`config.mk`:
```
export PLATFORM = sky130hd
export DESIGN_NAME = rst_warmup_seq
export DESIGN_NICKNAME = d
export VERILOG_FILES = /design/src/rtl/rst_warmup_seq.sv
export SDC_FILE = /design/constraint.sdc
export NUM_CORES = 1
export LEC_CHECK = 0
export CAP_MARGIN = 25
export CORE_AREA = 2 2 70 72
export CTS_CLUSTER_DIAMETER = 120
export DETAILED_ROUTE_END_ITERATION = 12
export DIE_AREA = 0 0 72 74
export HOLD_SLACK_MARGIN = 0.06
export PLACE_DENSITY_LB_ADDON = 0.12
export SYNTH_ARGS = -nofsm -noshare
export SYNTH_HDL_FRONTEND = slang
export SYNTH_SLANG_ARGS = --single-unit
export TNS_END_PERCENT = 30
```
`constraint.sdc`:
```
create_clock -name clk -period 3.81 [get_ports clk]
set_input_delay 0.762 -clock clk [delete_from_list [all_inputs] [get_ports clk]]
set_output_delay 0.762 -clock clk [all_outputs]
set_load 0.01 [all_outputs]
```
`src/rtl/rst_warmup_seq.sv`:
```
module rst_warmup_seq #(
  parameter int          WARMUP_CYCLES = 16,
  parameter logic [15:0] TRIM_ADDR     = 16'h0FC0,
  parameter logic [15:0] VEC_LO_ADDR   = 16'hFFFE
) (
  input  logic        clk,
  input  logic        por_n,
  input  logic        ext_rst_n,
  input  logic        int_rst_req,
  output logic        mem_rd_en,
  output logic [15:0] mem_addr,
  input  logic [7:0]  mem_rd_data,
  output logic        periph_rst_n,
  output logic        cpu_rst_n,
  output logic [6:0]  trim_value,
  output logic        trim_valid,
  output logic        trim_fault,
  output logic [15:0] reset_vector,
  output logic        vector_valid
);
  localparam int          CW          = $clog2(WARMUP_CYCLES + 1);
  localparam logic [15:0] VEC_HI_ADDR = VEC_LO_ADDR + 16'd1;
  localparam logic [CW-1:0] CNT_LAST  = CW'(WARMUP_CYCLES - 1);

  typedef enum logic [1:0] {S_RESET, S_WARMUP, S_VECTOR, S_RUN} state_t;

  logic          hard_rst_n, any_rst_n, released, trim_cap;
  logic [1:0]    sync_q;
  logic [CW-1:0] cnt;
  logic [1:0]    vstep;
  state_t        state;

  assign hard_rst_n   = por_n & ext_rst_n;
  assign any_rst_n    = hard_rst_n & ~int_rst_req;
  assign released     = sync_q[1];
  assign periph_rst_n = released & any_rst_n;
  assign cpu_rst_n    = (state == S_RUN) & any_rst_n;
  assign trim_cap     = (state == S_WARMUP) && (cnt == CW'(1));

  assign mem_rd_en = ((state == S_WARMUP) && (cnt == '0)) ||
                     ((state == S_VECTOR) && (vstep != 2'd2));
  assign mem_addr  = (state == S_WARMUP) ? TRIM_ADDR :
                     (vstep == 2'd0)     ? VEC_LO_ADDR : VEC_HI_ADDR;

  always_ff @(posedge clk or negedge any_rst_n) begin
    if (!any_rst_n) sync_q <= 2'b00;
    else            sync_q <= {sync_q[0], 1'b1};
  end

  always_ff @(posedge clk or negedge any_rst_n) begin
    if (!any_rst_n) begin
      state        <= S_RESET;
      cnt          <= '0;
      vstep        <= 2'd0;
      trim_value   <= '0;
      trim_valid   <= 1'b0;
      reset_vector <= '0;
      vector_valid <= 1'b0;
    end else begin
      case (state)
        S_RESET: if (released) begin
          state <= S_WARMUP;
          cnt   <= '0;
        end
        S_WARMUP: begin
          if (trim_cap) begin
            trim_value <= mem_rd_data[6:0];
            trim_valid <= 1'b1;
          end
          if (cnt == CNT_LAST) begin
            state <= S_VECTOR;
            vstep <= 2'd0;
          end else begin
            cnt <= cnt + CW'(1);
          end
        end
        S_VECTOR: begin
          if (vstep == 2'd1) reset_vector[7:0] <= mem_rd_data;
          if (vstep == 2'd2) begin
            reset_vector[15:8] <= mem_rd_data;
            vector_valid       <= 1'b1;
            state              <= S_RUN;
          end else begin
            vstep <= vstep + 2'd1;
          end
        end
        default: state <= S_RUN;
      endcase
    end
  end

  always_ff @(posedge clk or negedge hard_rst_n) begin
    if (!hard_rst_n)                   trim_fault <= 1'b0;
    else if (trim_cap && !(^mem_rd_data)) trim_fault <= 1'b1;
  end

  AST_RUN_NEEDS_LOADS: assert property (@(posedge clk) disable iff (!any_rst_n)
    cpu_rst_n |-> (trim_valid && vector_valid));
  AST_RUN_HOLDS: assert property (@(posedge clk) disable iff (!any_rst_n)
    cpu_rst_n |=> (cpu_rst_n && $stable(reset_vector)));
  AST_CNT_BOUND: assert property (@(posedge clk) disable iff (!any_rst_n)
    (state == S_WARMUP) |-> (cnt < CW'(WARMUP_CYCLES)));
  AST_PERIPH_BEFORE_CPU: assert property (@(posedge clk) disable iff (!any_rst_n)
    cpu_rst_n |-> periph_rst_n);
  AST_READ_IN_WINDOW: assert property (@(posedge clk) disable iff (!any_rst_n)
    mem_rd_en |-> (!cpu_rst_n && periph_rst_n));
  AST_FAULT_STICKY: assert property (@(posedge clk) disable iff (!hard_rst_n)
    $past(trim_fault) |-> trim_fault);
endmodule

```
== Word level (Yosys, flattened, before mapping) ==
Index checks and enable logic that the tools add are counted.

* Bits of input ports: 12
* Bits in registers: 37

* Multiplexer cells: 12
* Reduce and logical (&&, ||, !) cells: 18
* Add/sub/neg operators: 2
* Bitwise logic cells: 5
* Eq/ne operators: 13

{| class="wikitable"
|+ Operators with widths
! cell !! count
|-
| $mux 16 || 1
|-
| $mux 2 || 5
|-
| $mux 5 || 2
|-
| $pmux 5 s2 || 1
|-
| $reduce_and 3->1 || 3
|-
| $ne 2x2->1 const B || 4
|-
| $reduce_xor 8->1 || 1
|-
| $eq 2x2->1 const B || 3
|-
| $pmux 2 s3 || 1
|-
| $reduce_and 2->1 || 3
|-
| $add 5x1->5 const B || 1
|-
| $eq 5x1->1 const B || 1
|-
| $eq 5x4->1 const B || 1
|-
| $logic_not 5->1 || 1
|-
| $and 1x1->1 || 4
|-
| $eq 2x1->1 const B || 2
|-
| $logic_and 1x1->1 || 4
|-
| $logic_not 2->1 || 2
|-
| $ne 2x1->1 const B || 2
|-
| $pmux 2 s2 || 1
|-
| $reduce_bool 2->1 || 2
|-
| $add 2x1->2 const B || 1
|-
| $logic_not 1->1 || 1
|-
| $logic_or 1x1->1 || 1
|-
| 2 further kinds || 2
|}

== Depth between registers and ports, before layout ==
Gate-level depths: netlist (run 1).

* Depth in word-level cells: 3
* Mapped depth: 7

== Least setup slack after synthesis (run 1) ==
No wires, ideal clock.

* Kind: input to output
* Start: input port por_n
* End: output port cpu_rst_n
* Cell stages on the path: 3
* Data arrival time: 3040 ps
* Slack: 8 ps
* Buffers on the path: 0
* Cells stage by stage: and2_1 nor2b_1 and2_1

* Cells in the longest elaborated chain, start to end: 3

{| class="wikitable"
|+ RTL lines
! item !! line !! RTL
|-
| start, declared || 7 || <nowiki>input logic por_n,</nowiki>
|-
| $and 1x1->1 || 33 || <nowiki>assign hard_rst_n = por_n & ext_rst_n;</nowiki>
|-
| $and 1x1->1 || 34 || <nowiki>assign any_rst_n = hard_rst_n & ~int_rst_req;</nowiki>
|-
| net any_rst_n || 27 || <nowiki>logic hard_rst_n, any_rst_n, released, trim_cap;</nowiki>
|-
| $and 1x1->1 || 37 || <nowiki>assign cpu_rst_n = (state == S_RUN) & any_rst_n;</nowiki>
|-
| end, declared || 14 || <nowiki>output logic cpu_rst_n,</nowiki>
|}

The timed path passes the listed nets, and every way through them passes these cells.

== Worst setup path in the final report (run 1) ==
* Start: register state[1]
* End: output port mem_rd_en

* Cells in the longest elaborated chain, start to end: 3
* Elaborated cells on any way between the ends: 5

{| class="wikitable"
|+ RTL lines
! item !! line !! RTL
|-
| start, declared || 31 || <nowiki>state_t state;</nowiki>
|-
| start signal, assigned || 52 || <nowiki>state <= S_RESET;</nowiki>
|-
| start signal, assigned || 62 || <nowiki>state <= S_WARMUP;</nowiki>
|-
| start signal, assigned || 71 || <nowiki>state <= S_VECTOR;</nowiki>
|-
| $eq 2x1->1 / $eq 2x2->1 (equally long branches) || 40, 41 ||
|-
| $logic_and 1x1->1 (on tied branches) || 40, 41 ||
|-
| $logic_or 1x1->1 * || 40 || <nowiki>assign mem_rd_en = ((state == S_WARMUP) && (cnt == '0)) ||</nowiki>
|-
| end, declared || 10 || <nowiki>output logic mem_rd_en,</nowiki>
|}

Every way passes the cells marked *; elsewhere a longest branch is shown, timed or not.

==> results.yml, run 1 <==
grt:
  grtUsageTotal_pct: 15.87
  grt_max_degree: 35
  overflow: 0
  grt_first_pass_wirelength_um: 6451
  grt_pass1_vias: 1319
  antenna_found_initial: 0
min_path:
  min_from: "sync_q[0]$_DFF_PN0_"
  hold_class: "reg2reg"
sta:
  setup_ws_ns: 0.6912
  slew_viol_final: 0
  fmax_mhz: 320.6
  min_period_ns: 3.119
  hold_viol_final: 0
  setup_viol: 0
  setup_tns_ns: 0
  skew_ns: 0.004495
  period_share_pct: 81.86
  rsz0062_at_grt: "false"
  holdWs_ns: 0.3494
critical_path:
  worst_path_most_repeated_cell: "nand2_1"
  critPathLaunch: "state[1]$_DFFE_PN0P_"
  critPathArrivalTime_ns: 2.36
  r2r-start: "state[1]$_DFFE_PN0P_"
  crit_fanout: 13
  crit_path_cell_trace: "inv_1, ha_1, inv_2, nor4_4, nand2_1, nand2_1, clkdlybuf4s50_1"
  cp.required_ns: 3.05
  critPathCaptureType: "output pin"
  max_stage_delay_ns: 0.53
  crit_path_start_kind: "register"
  crit_type: "reg2out"
  slowest_stage: "clkdlybuf4s50_1"
place:
  place_congestion: 0.7669
  portBuffers: 50
  dp_slack_ns: 0.7685
  place_hpwl_um: 2767
clock_network:
  cts_buffer_depth: 2
  clock_latency_ns: 0.28
  cts.sinks: 37
  cts_tree: "yes"
  cts-resized-gates: 0
  ctsHoldBuffers: 0
  cts_buffers: 5
  clk_pin_slew_ns: 0.07
  htreeDepth: 2
  post-cts-setup-buffer-count: 0
  cts-root-buf: "clkbuf_8"
synthesis:
  synth_commonest_cells: "dfrtp_1 (37), mux2_2 (24), buf_4 (14), nand2_1 (14), ha_1 (12)"
  ys_types: 30
  async_reset_ff_share_pct: 100.0
  synthSimpleGateAreaFrac_pct: 10.49
  yosysMostFrequentCell: "dfrtp_1"
  synth_area_mm2: 0.001848
  synth-compound-area-share_pct: 5.823
  synth_top_family_by_area: "multiplexers"
  synth_xor_area_share_pct: 3.318
  synth_fa_ha_area_share_pct: 8.125
  ys.flop_type: "dfrtp_1"
  synth_edf_count: 0
  synth_mux_area_share_pct: 14.62
  synthTopCellsByArea: "dfrtp_1 (50%), mux2_2 (15%), ha_1 (8.1%), buf_4 (5.7%), nand2_1 (2.8%)"
  synth.ff_latch_count: 37
  syn_avg_cell_area_um2: 11.92
  yosys_warnings: 0
  ys_seq_area_share_pct: 50.10
  netlist_instances: 155
  synth.largest_area_cell: "dfrtp_1"
  synth_top_cell_area_share_pct: 50.10
power:
  irDropWorstVdd_uv: 395.1
  p_leak_nw: 1.100
  power_density_mw_per_mm2: 771.9
  finalPower_mw: 1.899
die:
  die_w_um: 72
  io_pins: 57
  fp.coreArea_mm2: 0.004598
  rows: 25
  start_util_pct: 40.19
  die_h_um: 74
  design.die.area_mm2: 0.005328
flow_run:
  drv_cap: 0
finish:
  antenna_cells: 0
  drive_above_1_share_pct: 17.48
  final_nets: 229
  area_growth_syn_to_layout_pct: 33.11
routing:
  routed_via_density: 4.850
  ant_nets: 0
  routed_wl_um: 3679
  dr.pass1.iters: 4
  routedWlPerCell_um: 14.15
  first_iter_violations: 65
  drc_errors: 0
  num_vias: 1261
status:
  status: "finished, final reports clean"
## flip-flops by register name (all words and copies together) (netlist names), 2 cells and up
register	flops
reset_vector	16
trim_value	7
cnt	5
state	2
sync_q	2
vstep	2
## cells by family after synthesis
group / after synthesis
muxes: 24
other: 1
buffers and inverters: 22
adders and majority gates: 12
and+or+nand+nor: 34
AOI/OAI and AO/OA: 18
xor gates and xnor gates: 7
DFF: 37
## report_power, final
group | total [mW] | switching, mW | leakage (nW) | internal [mW]
Clock | 0.336 | 0.139 | 0.0554 | 0.196
Combinational | 0.890 | 0.366 | 0.576 | 0.524
Sequential | 0.673 | 0.106 | 0.468 | 0.567
## final cells by class
type | instances | area [µm²]
Clock buffer | 6 | 72.57
Clock inverter | 2 | 38.79
Fill cell | 403 | 2138
Inverter | 8 | 30.03
Multi-Input combinational cell | 102 | 817.0
Sequential cell | 37 | 925.9
Tap cell | 54 | 67.56
Timing Repair Buffer | 51 | 508.0
## routing by layer
layer,vias up,wire length [µm],track usage (%)
met5,-,0,0
met4,0,37,5.031
met3,5,209,4.743
met2,44,1931,27.57
met1,611,1501,19.11
li1,601,-,-
## cell usage in the layout, fill, tap and decap left out
cell and instances:
o22ai_1 1, clkdlybuf4s50_1 50, o211ai_1 1, conb_1 7, o31ai_1 1, bufinv_16 1
and3_1 1, nor4_4 1, or2b_1 2, o21bai_1 2, buf_4 1, nor2b_4 1
clkbuf_8 5, a22oi_1 1, dfrtp_1 37, nand4b_1 1, nor3_1 2, nand3_1 1
nor2_1 2, clkinv_4 1, inv_2 1, nor2b_1 2, o21ai_0 7, nand4_1 1
ha_1 12, clkbuf_1 1, nand2b_1 2, xor2_1 1, xnor2_1 6, nand2_4 1
a22o_1 1, and2_1 3, nand2_1 14, inv_1 7, a21oi_1 4, mux2_2 24
## critical path: cells and delay by family, from the launching register on
kind / cells / cell delay [ns]
buffers and inverters: 3 / 0.79
adders and majority gates: 1 / 0.27
and+or+nand+nor: 3 / 0.59
DFF: 1 / 0.42
## stage by stage
step	instance area, µm²	util (%)	instances
floorplan	1871	-	161
global placement	2349	51.07	252
detailed placement	2349	51.07	252
CTS	2460	53.50	260
global route	2460	53.50	260
finish	2460	53.50	260
## worst paths after layout
kind                       cells past startpoint                      endpoint  slack, ns
hold reg to reg                                0           sync_q[1]$_DFF_PN0_       0.35
max in group asynchronous                      4  reset_vector[15]$_DFFE_PN0P_       2.23
setup reg to reg                               6     trim_value[1]$_DFFE_PN0P_       1.88
setup / recovery                               7                     mem_rd_en       0.69
min in group asynchronous                      2        trim_fault$_DFFE_PP0P_       0.73
hold / removal                                 0           sync_q[1]$_DFF_PN0_       0.35
No activity file was read; power rests on OpenSTA's default activity.
==> run 2: changes to the inputs <==
--- a/config.mk
+++ b/config.mk
@@ -6,10 +6,10 @@
 export NUM_CORES = 1
 export LEC_CHECK = 0
 export CAP_MARGIN = 25
-export CORE_AREA = 2 2 70 72
+export CORE_AREA = 2 2 67 69
 export CTS_CLUSTER_DIAMETER = 120
 export DETAILED_ROUTE_END_ITERATION = 12
-export DIE_AREA = 0 0 72 74
+export DIE_AREA = 0 0 69 71
 export HOLD_SLACK_MARGIN = 0.06
 export PLACE_DENSITY_LB_ADDON = 0.12
 export SYNTH_ARGS = -nofsm -noshare
==> constraint.sdc (replaced) <==
create_clock -name clk -period 3.2 [get_ports clk]
set_input_delay 0.64 -clock clk [delete_from_list [all_inputs] [get_ports clk]]
set_output_delay 0.64 -clock clk [all_outputs]
set_load 0.01 [all_outputs]
==> run 2 against run 1 <==
Core utilization rose by 4.7 points. Via count rose by 2.6%. Sequential power rose by 19%. Worst setup slack got worse by 0.46 ns. Wire length rose by 4.2%. Flip-flop and latch count did not move. Cell count fell by 0.77%. Sequential share of layout area rose by 0.19 points. Clock power rose by 6.0%.
==> results.yml, run 2 (same netlist as run 1, synthesis figures left out) <==
status:
  status: "finished, final reports clean"
die:
  design.die.area_mm2: 0.004899
  die_w_um: 69
  io_pins: 57
  start_util_pct: 43.96
  die_h_um: 71
  fp.coreArea_mm2: 0.004204
  rows: 24
min_path:
  min_to: "sync_q[1]$_DFF_PN0_"
  min_path_cells: 0
  min_from: "sync_q[0]$_DFF_PN0_"
  hold_class: "reg2reg"
critical_path:
  slowest_stage: "clkdlybuf4s50_1"
  crit_path_cell_trace: "inv_1, ha_1, inv_2, nor4_4, nand2_1, nand2_1, clkdlybuf4s50_1"
  critPathTopFamily: "buffers and inverters"
  reg2reg_depth: 6
  max_stage_delay_ns: 0.53
  critPathBufInv: 3
  r2r-start: "state[1]$_DFFE_PN0P_"
  crit_path_start_kind: "register"
  worst_path_most_repeated_cell: "nand2_1"
  critPathCaptureType: "output pin"
  cp.required_ns: 2.56
  critPathArrivalTime_ns: 2.33
  crit_fanout: 13
  reg2reg_slack_ns: 1.30
  r2r-end: "trim_value[3]$_DFFE_PN0P_"
  crit_type: "reg2out"
routing:
  first_iter_violations: 38
  ant_nets: 0
  routed_via_density: 5.016
  drc_errors: 0
  dr.pass1.iters: 4
  routedWlPerCell_um: 14.86
  num_vias: 1294
  routed_wl_um: 3833
clock_network:
  cts.sinks: 37
  htreeDepth: 2
  cts_buffers: 5
  cts_tree: "yes"
  clock_latency_ns: 0.29
  post-cts-setup-buffer-count: 0
  cts-resized-gates: 0
  ctsHoldBuffers: 0
  cts-root-buf: "clkbuf_8"
  cts_buffer_depth: 2
  clk_pin_slew_ns: 0.07
sta:
  rsz0062_at_grt: "false"
  holdWs_ns: 0.3612
  fmax_mhz: 336.5
  slew_viol_final: 0
  setup_viol: 0
  hold_viol_final: 0
  setup_tns_ns: 0
  skew_ns: 0.006375
  setup_ws_ns: 0.2281
  min_period_ns: 2.972
  period_share_pct: 92.87
finish:
  instances_no_fill: 258
  largest_registers: "reset_vector: 16 flops, trim_value: 7 flops, cnt: 5 flops"
  final_common_cell: "clkdlybuf4s50_1"
  final_cell_area_mm2: 0.002447
  final_nets: 229
  area_growth_syn_to_layout_pct: 32.43
  top_register: "reset_vector"
  antenna_cells: 0
  drive_above_1_share_pct: 17.96
  fill_cells: 357
  fin_util_pct: 58.21
  mostFrequentLayoutCells: "clkdlybuf4s50_1 (50), dfrtp_1 (37), mux2_2 (24), nand2_1 (14), ha_1 (12)"
  largest_reg_flops: 16
power:
  p_leak_nw: 1.098
  finalPower_mw: 2.230
  p_int_mw: 1.496
  irDropWorstVdd_uv: 455.1
  p_seq_share_pct: 36.0
  power_frac_comb_pct: 48.0
  power_density_mw_per_mm2: 911.3
  clkPwrFrac_pct: 16.0
  switching_share_pct: 32.93
  switchingPower_uw: 734.3
grt:
  grt_first_pass_wirelength_um: 6486
  busiest_layer: "met2"
  overflow: 0
  grt.met3_usage_pct: 4.701
  grt.met2_usage_pct: 28.85
  antenna_found_initial: 0
  grt_pass1_vias: 1379
  gr-usage-met1_pct: 19.07
  grt_max_degree: 36
  grtUsageTotal_pct: 16.70
place:
  dp.cells: 250
  portBuffers: 50
  placed_cell_area_mm2: 0.002346
  place_congestion: 0.8622
  dp_slack_ns: 0.4278
  place_hpwl_um: 2847
flow_run:
  drv_cap: 0
-- run 2: worst register-to-register path: cells and delay by family (launching register included) --
kind / cells / cell delay (ns)
simple gates: 2 / 0.53
flops: 1 / 0.41
mux: 1 / 0.30
fa+ha+maj: 1 / 0.28
buf+inv: 2 / 0.27
-- run 2: final cells by class --
class | instances | area, µm² | share of cell area [%]
clock inverters | 1 | 5.005 | 0.2045
repair buffers | 51 | 508.0 | 20.76
well taps | 52 | 65.06 | 2.658
flip-flops and latches | 37 | 925.9 | 37.83
inverters | 8 | 30.03 | 1.227
clock buffers | 7 | 96.34 | 3.937
multi-input cells | 102 | 817.0 | 33.38
-- run 2: power by group through the flow --
stage	Combinational [mW]	Clock [mW]	Sequential [mW]
finish	1.07	0.356	0.802
global placement	1.06	0	0.799
global route	1.16	0.390	0.834
CTS	1.09	0.370	0.803
detailed placement	1.08	0	0.808
floorplan	0.487	0	0.873
-- run 2: how the worst max path moves through the flow --
stage | startpoint | end | slack, ns | depth (start not counted)
after floorplan | por_n | cpu_rst_n | 0.41 | 3
after global placement | por_n | periph_rst_n | 0.45 | 5
after detailed placement | ext_rst_n | periph_rst_n | 0.43 | 5
after CTS | state[1]$_DFFE_PN0P_ | mem_rd_en | 0.20 | 7
after global routing | state[1]$_DFFE_PN0P_ | mem_rd_en | 0.07 | 7
final | state[1]$_DFFE_PN0P_ | mem_rd_en | 0.23 | 7
-- run 2: layer usage --
| metal | vias to the layer above | share of wire [%] |
|---|---|---|
| li1 | 603 | - |
| met1 | 636 | 41 |
| met2 | 48 | 50 |
| met3 | 7 | 6.6 |
| met4 | 0 | 2.3 |
| met5 | - | 0 |
